<file path="src/rtl/rsl_pkg.sv">
package rsl_pkg;
  localparam int unsigned SYNC_STAGES = 2;
  localparam int unsigned RST_STAGES  = 2;

  typedef struct packed {
    logic hold;
    logic adj_off;
    logic block;
  } gate_t;
endpackage

</file>
<file path="src/rtl/rsl_sync.sv">
module rsl_sync #(
  parameter int unsigned STAGES = 2,
  parameter bit          RST_VAL = 1'b0
) (
  input  logic clk,
  input  logic rst_n,
  input  logic d,
  output logic q
);
  localparam int unsigned LAST = STAGES - 1;

  logic [LAST:0] chain_q;
  logic [LAST:0] chain_d;

  generate
    if (STAGES == 1) begin : g_one
      always_comb chain_d = d;
    end else begin : g_many
      always_comb chain_d = {chain_q[LAST-1:0], d};
    end
  endgenerate

  always_ff @(posedge clk or negedge rst_n) begin
    if (!rst_n) chain_q <= {STAGES{RST_VAL}};
    else        chain_q <= chain_d;
  end

  assign q = chain_q[LAST];
endmodule

</file>
<file path="src/rtl/rsl_flags.sv">
module rsl_flags (
  input  logic clk,
  input  logic rst_n,
  input  logic entry,
  input  logic alert_en,
  input  logic rd,
  output logic status,
  output logic alert
);
  logic status_q, status_d;
  logic alert_q, alert_d;

  always_comb begin
    status_d = status_q;
    alert_d  = alert_q;
    if (rd) begin
      status_d = 1'b0;
      alert_d  = 1'b0;
    end
    if (entry) begin
      status_d = 1'b1;
      alert_d  = alert_en;
    end
  end

  always_ff @(posedge clk or negedge rst_n) begin
    if (!rst_n) begin
      status_q <= 1'b0;
      alert_q  <= 1'b0;
    end else begin
      status_q <= status_d;
      alert_q  <= alert_d;
    end
  end

  assign status = status_q;
  assign alert  = alert_q;

  assert_alert_needs_status_R8: assert property (@(posedge clk) disable iff (!rst_n)
    alert_q |-> status_q);
  assert_read_clears_R7: assert property (@(posedge clk) disable iff (!rst_n)
    (rd && !entry) |=> (!status_q && !alert_q));
  assert_entry_sets_R6: assert property (@(posedge clk) disable iff (!rst_n)
    entry |=> status_q);
endmodule

</file>
<file path="src/rtl/rail_sleep_lock.sv">
module rail_sleep_lock
  import rsl_pkg::*;
(
  input  logic clk,
  input  logic rst_n,
  input  logic lo_mon_en,
  input  logic alert_en,
  input  logic rail_low,
  input  logic stat_rd,
  output logic lo_status,
  output logic alert,
  output logic timer_hold,
  output logic dyn_adj_off,
  output logic shdn_block
);
  logic  rst_n_s;
  logic  low_s;
  logic  active_d;
  logic  entry;
  gate_t gate_q, gate_d;

  rsl_sync #(.STAGES(RST_STAGES), .RST_VAL(1'b0)) u_rst (
    .clk(clk), .rst_n(rst_n), .d(1'b1), .q(rst_n_s)
  );

  rsl_sync #(.STAGES(SYNC_STAGES), .RST_VAL(1'b0)) u_low (
    .clk(clk), .rst_n(rst_n_s), .d(rail_low), .q(low_s)
  );

  always_comb begin
    active_d        = lo_mon_en & low_s;
    entry           = active_d & ~gate_q.hold;
    gate_d.hold     = active_d;
    gate_d.adj_off  = active_d;
    gate_d.block    = active_d;
  end

  always_ff @(posedge clk or negedge rst_n_s) begin
    if (!rst_n_s) gate_q <= '0;
    else          gate_q <= gate_d;
  end

  rsl_flags u_flags (
    .clk(clk), .rst_n(rst_n_s), .entry(entry), .alert_en(alert_en),
    .rd(stat_rd), .status(lo_status), .alert(alert)
  );

  assign timer_hold  = gate_q.hold;
  assign dyn_adj_off = gate_q.adj_off;
  assign shdn_block  = gate_q.block;

  assert_disable_drops_R11: assert property (@(posedge clk) disable iff (!rst_n_s)
    !lo_mon_en |=> (!timer_hold && !dyn_adj_off && !shdn_block));
  assert_gates_agree_R9: assert property (@(posedge clk) disable iff (!rst_n_s)
    (timer_hold == dyn_adj_off) && (timer_hold == shdn_block));
  assert_status_on_entry_R6: assert property (@(posedge clk) disable iff (!rst_n_s)
    $rose(lo_status) |-> $rose(timer_hold));
  assert_enable_needed_R10: assert property (@(posedge clk) disable iff (!rst_n_s)
    $rose(timer_hold) |-> $past(lo_mon_en));
endmodule

</file>
<file path="config.mk">
export PLATFORM = sky130hd
export DESIGN_NAME = rail_sleep_lock
export DESIGN_NICKNAME = d
export VERILOG_FILES = /design/src/rtl/rsl_pkg.sv /design/src/rtl/rsl_sync.sv /design/src/rtl/rsl_flags.sv /design/src/rtl/rail_sleep_lock.sv
export SDC_FILE = /design/constraint.sdc
export NUM_CORES = 1
export LEC_CHECK = 0
export BUFFER_PORTS_ARGS = -buffer_cell sky130_fd_sc_hd__buf_2
export CAP_MARGIN = 20
export CORE_AREA = 2 2 39 41
export DETAILED_ROUTE_END_ITERATION = 8
export DIE_AREA = 0 0 41 43
export GPL_TIMING_DRIVEN = 0
export HOLD_SLACK_MARGIN = 0.1
export PLACE_DENSITY = 0.39
export REMOVE_ABC_BUFFERS = 1
export SLEW_MARGIN = 20
export SYNTH_ARGS = -nofsm -noshare
export SYNTH_HDL_FRONTEND = slang
export SYNTH_SLANG_ARGS = --single-unit
</file>
<file path="constraint.sdc">
create_clock -name clk -period 0.8 [get_ports clk]
set_input_delay 0.08 -clock clk [delete_from_list [all_inputs] [get_ports clk]]
set_output_delay 0.08 -clock clk [all_outputs]
set_load 0.05 [all_outputs]
</file>
# [Word level (Yosys, flattened, before mapping)]
# Cells that the tools add are included.
[totals] register_bits=7 output_inout_bits=5 wordCells=12
[classes] n_mux=3 bitwise=3 reduce_logical=1
[op_table] op="1-bit 2-to-1 mux" n=3
[op_table] op="1-bit AND" n=2
[op_table] op="2-bit nonzero test" n=1
[op_table] op="1-bit inverter" n=1

# [Longest topological paths before layout]
[logic_depth] word_depth=3 depth_mapped=2 ltp_nobuf=2

# [Hierarchy]
# Synthesis repeated with hierarchy kept, for this count alone.
[hier_totals] hier_cells=16 hier_area_um2=234.0
[by_module_without_submodules] module="rsl_sync" instances=2 cells_per_inst=2 area_per_inst_um2=50.0 seq_area_each_um2=50.0
[by_module_without_submodules] module="rsl_flags" instances=1 cells_per_inst=6 area_per_inst_um2=75.1 seq_area_each_um2=50.0
[by_module_without_submodules] module="rail_sleep_lock" instances=1 cells_per_inst=6 area_per_inst_um2=58.8 seq_area_each_um2=25.0

# [Worst setup path after synthesis]
# No wires, ideal clock.
[synth_timing] kind="reg-to-reg" from="register dyn_adj_off (netlist name)" to="register u_flags.alert_q (netlist: u_flags.alert)" setup_time_ns=0.125 arrival_ns=1.155 required_time_ns=0.675 slack_ns=-0.480 path_stages_with_launch=3 n_path_buf=0 synth_period_minus_slack_ns=1.280 path_cell_list="dfrtp_1 > nand3b_4 > mux2_4"
[synth_lines] item="end signal, assigned" line="rsl_flags.sv:32" rtl="alert_q <= alert_d;"
[synth_lines] item="end, declared" line="rsl_flags.sv:11" rtl="logic alert_q, alert_d;"

==> impl_metrics.json <==
{
  "wirelength_um": 389,
  "die_x_um": 41,
  "cp.required_ns": 0.93,
  "cts_setup_buffers": 0,
  "firstDrtPassIters": 2,
  "drt_iter0_markers": 1,
  "synth_area_um2": 251,
  "netlist_instances": 16,
  "hold_end": "u_flags.alert$_DFFE_PN0P_",
  "synth.ff_latch_count": 7,
  "synth_area_per_cell_um2": 15.7,
  "min_path_type": "input pin to register",
  "place_inst": 40,
  "start_kind": "register",
  "nNetsFinal": 38,
  "ant_nets": 0,
  "drv_cap": 0,
  "yosys_most_used_dff": "dfrtp_1",
  "fin_util_pct": 27.7,
  "rr_startpoint": "dyn_adj_off$_DFF_PN0_",
  "r2r_cells": 2,
  "antenna_found_initial": 0,
  "numCtsBuffers": 3,
  "ys_seq_area_share_pct": 69.7,
  "critical_path_arrival_ns": 1.11,
  "cts_tree": "yes",
  "violations": "setup timing",
  "slew_viol_final": 0,
  "clkTransAtPathRegs_ns": 0.05,
  "leakagePower_nw": 0.198,
  "clock.fmax_ghz": 1.02,
  "num_io_pins": 11,
  "fin_skew_ns": 0.00278,
  "clkSinkCount": 7,
  "grt_start_max_net_pins": 6,
  "grt_setup_unrepaired": "yes",
  "cp-end-kind": "register",
  "grt_pass1_vias": 172,
  "die-area_um2": 1760,
  "avgRoutedWirePerCell_um": 8.28,
  "cp_max_fo": 4,
  "r2r-end": "u_flags.alert$_DFFE_PN0P_",
  "synth.most_common_cell": "dfrtp_1",
  "die_y_um": 43,
  "synth_top_area_share_pct": 69.7,
  "ys_warn_count": 0,
  "finalCritPeriodShare_pct": 122,
  "fillers": 139,
  "synth-edff-count": 0,
  "postCtsHoldBufs": 3,
  "dr_total_vias": 160,
  "drive_gt1_share_pct": 51.6,
  "synth_async_sr_flop_share_pct": 100,
  "p_total_mw": 0.836,
  "multiInputGateArea_um2": 57.6,
  "layout_setup_ws_ns": -0.179,
  "gp_congestion": 0.513,
  "grt-ovfl-total": 0,
  "synth_cell_types": 9,
  "holdPathStages": 2,
  "clock_latency_ns": 0.24,
  "vias_per_cell": 3.40,
  "grt_usage_pct": 5.67,
  "drc": 0,
  "period_needed_ns": 0.979,
  "clk_path_buf_depth": 2,
  "yosysTopAreaCell": "dfrtp_1",
  "port_buffers": 10,
  "layout.cells.non_filler": 47,
  "initial_core_util_pct": 18.2,
  "row_count": 14,
  "n_antenna_cell": 0,
  "seq_area_um2": 175,
  "outcome": "finished, violations left",
  "reg2reg_slack_ns": -0.18,
  "ir_drop_uv": 763,
  "cts.htree.levels": 1,
  "synthToLayoutAreaGrowth_pct": 52.2,
  "hold_start": "alert_en",
  "p_per_area_nw_per_um2": 2180,
  "grt_first_pass_wirelength_um": 614,
  "path_class": "register to register",
  "clock-root-buffer": "clkbuf_4",
  "hpwlAfterDp_um": 293,
  "setup_tns_ns": -0.681,
  "core-area_um2": 1380,
  "setup_viol": 6,
  "netlist_top_cells_count": "7 x dfrtp_1, 2 x buf_4",
  "finalHoldViolations": 0,
  "ys_top_cells_by_area": "dfrtp_1 70%, nand3b_4 8.0%, buf_4 6.0%"
}
## sequential cells by signal (all words and copies together) (netlist names)
name            count
u_low.chain_q       2
u_flags.status      1
dyn_adj_off         1
u_flags.alert       1
u_rst.chain_q       2
## how the worst max path moves through the flow
| stage | startpoint | endpoint | cells after the start |
|---|---|---|---|
| final | dyn_adj_off$_DFF_PN0_ | u_flags.alert$_DFFE_PN0P_ | 2 |
| after detailed placement | dyn_adj_off$_DFF_PN0_ | u_flags.alert$_DFFE_PN0P_ | 2 |
| after global placement | dyn_adj_off$_DFF_PN0_ | u_flags.alert$_DFFE_PN0P_ | 2 |
| after CTS | dyn_adj_off$_DFF_PN0_ | u_flags.alert$_DFFE_PN0P_ | 2 |
| after floorplan | dyn_adj_off$_DFF_PN0_ | u_flags.alert$_DFFE_PN0P_ | 2 |
| after global routing | dyn_adj_off$_DFF_PN0_ | u_flags.alert$_DFFE_PN0P_ | 2 |
## repair_timing
| item | in CTS | in global routing |
|---|---|---|
| resized for setup | 7 | 0 |
| endpoints found under the hold margin | 10 | 1 |
| pin swaps | 0 | 0 |
| setup endpoints to repair | 6 | 6 |
## placed cells by master (no fill, tap or decap)
master	instances
clkbuf_4	3
clkbuf_1	1
conb_1	1
dlygate4sd3_1	3
buf_2	5
nand3b_4	1
inv_1	1
buf_6	2
mux2_4	1
nor2b_1	1
buf_4	3
dfrtp_1	7
o21ai_0	1
and2_2	1
## report_power, final
part	total, mW	internal, mW	switching (mW)
registers	0.392	0.376	0.0163
logic	0.137	0.0586	0.0781
clock network	0.307	0.190	0.118
total	0.836	0.624	0.212
## worst max-delay path: stages (launching register included)
cell	delay, ns
dfrtp_1	0.40
nand3b_4	0.17
mux2_4	0.30
## cells by family (layout without fill, tap and decap cells)
group | after synthesis | in the layout | share of synthesized area, %
other cells | 1 | 1 | 1.49
flops | 7 | 7 | 69.7
simple gates | 3 | 3 | 13.4
buf+inv | 3 | 18 | 7.46
compound gates | 1 | 1 | 1.99
mux | 1 | 1 | 5.97
## metrics by stage
step | area, um2 | setup slack [ns] | hold slack (ns)
3_3_place_gp | 307 | -0.154 | -0.135
5_1_grt | 383 | -0.210 | 0.0444
3_5_place_dp | 307 | -0.170 | -0.131
2_1_floorplan | 236 | -1.14 | -0.216
4_1_cts | 383 | -0.190 | 0.0591
6_report | 383 | -0.179 | 0.0692
## cell type report
| type | count | area share (%) |
|---|---|---|
| clock buffers | 4 | 6.86 |
| multi-input cells | 6 | 15.0 |
| well taps | 16 | 5.23 |
| inverters | 1 | 0.980 |
| repair buffers | 13 | 26.1 |
| flip-flops and latches | 7 | 45.8 |
## layer usage
metal  routed length [um]  track usage (%)
met1                  167             5.30
met3                   47             4.71
met5                    0                0
met4                    0             4.00
met2                  173             7.81
(Power assumes the default switching activity.)
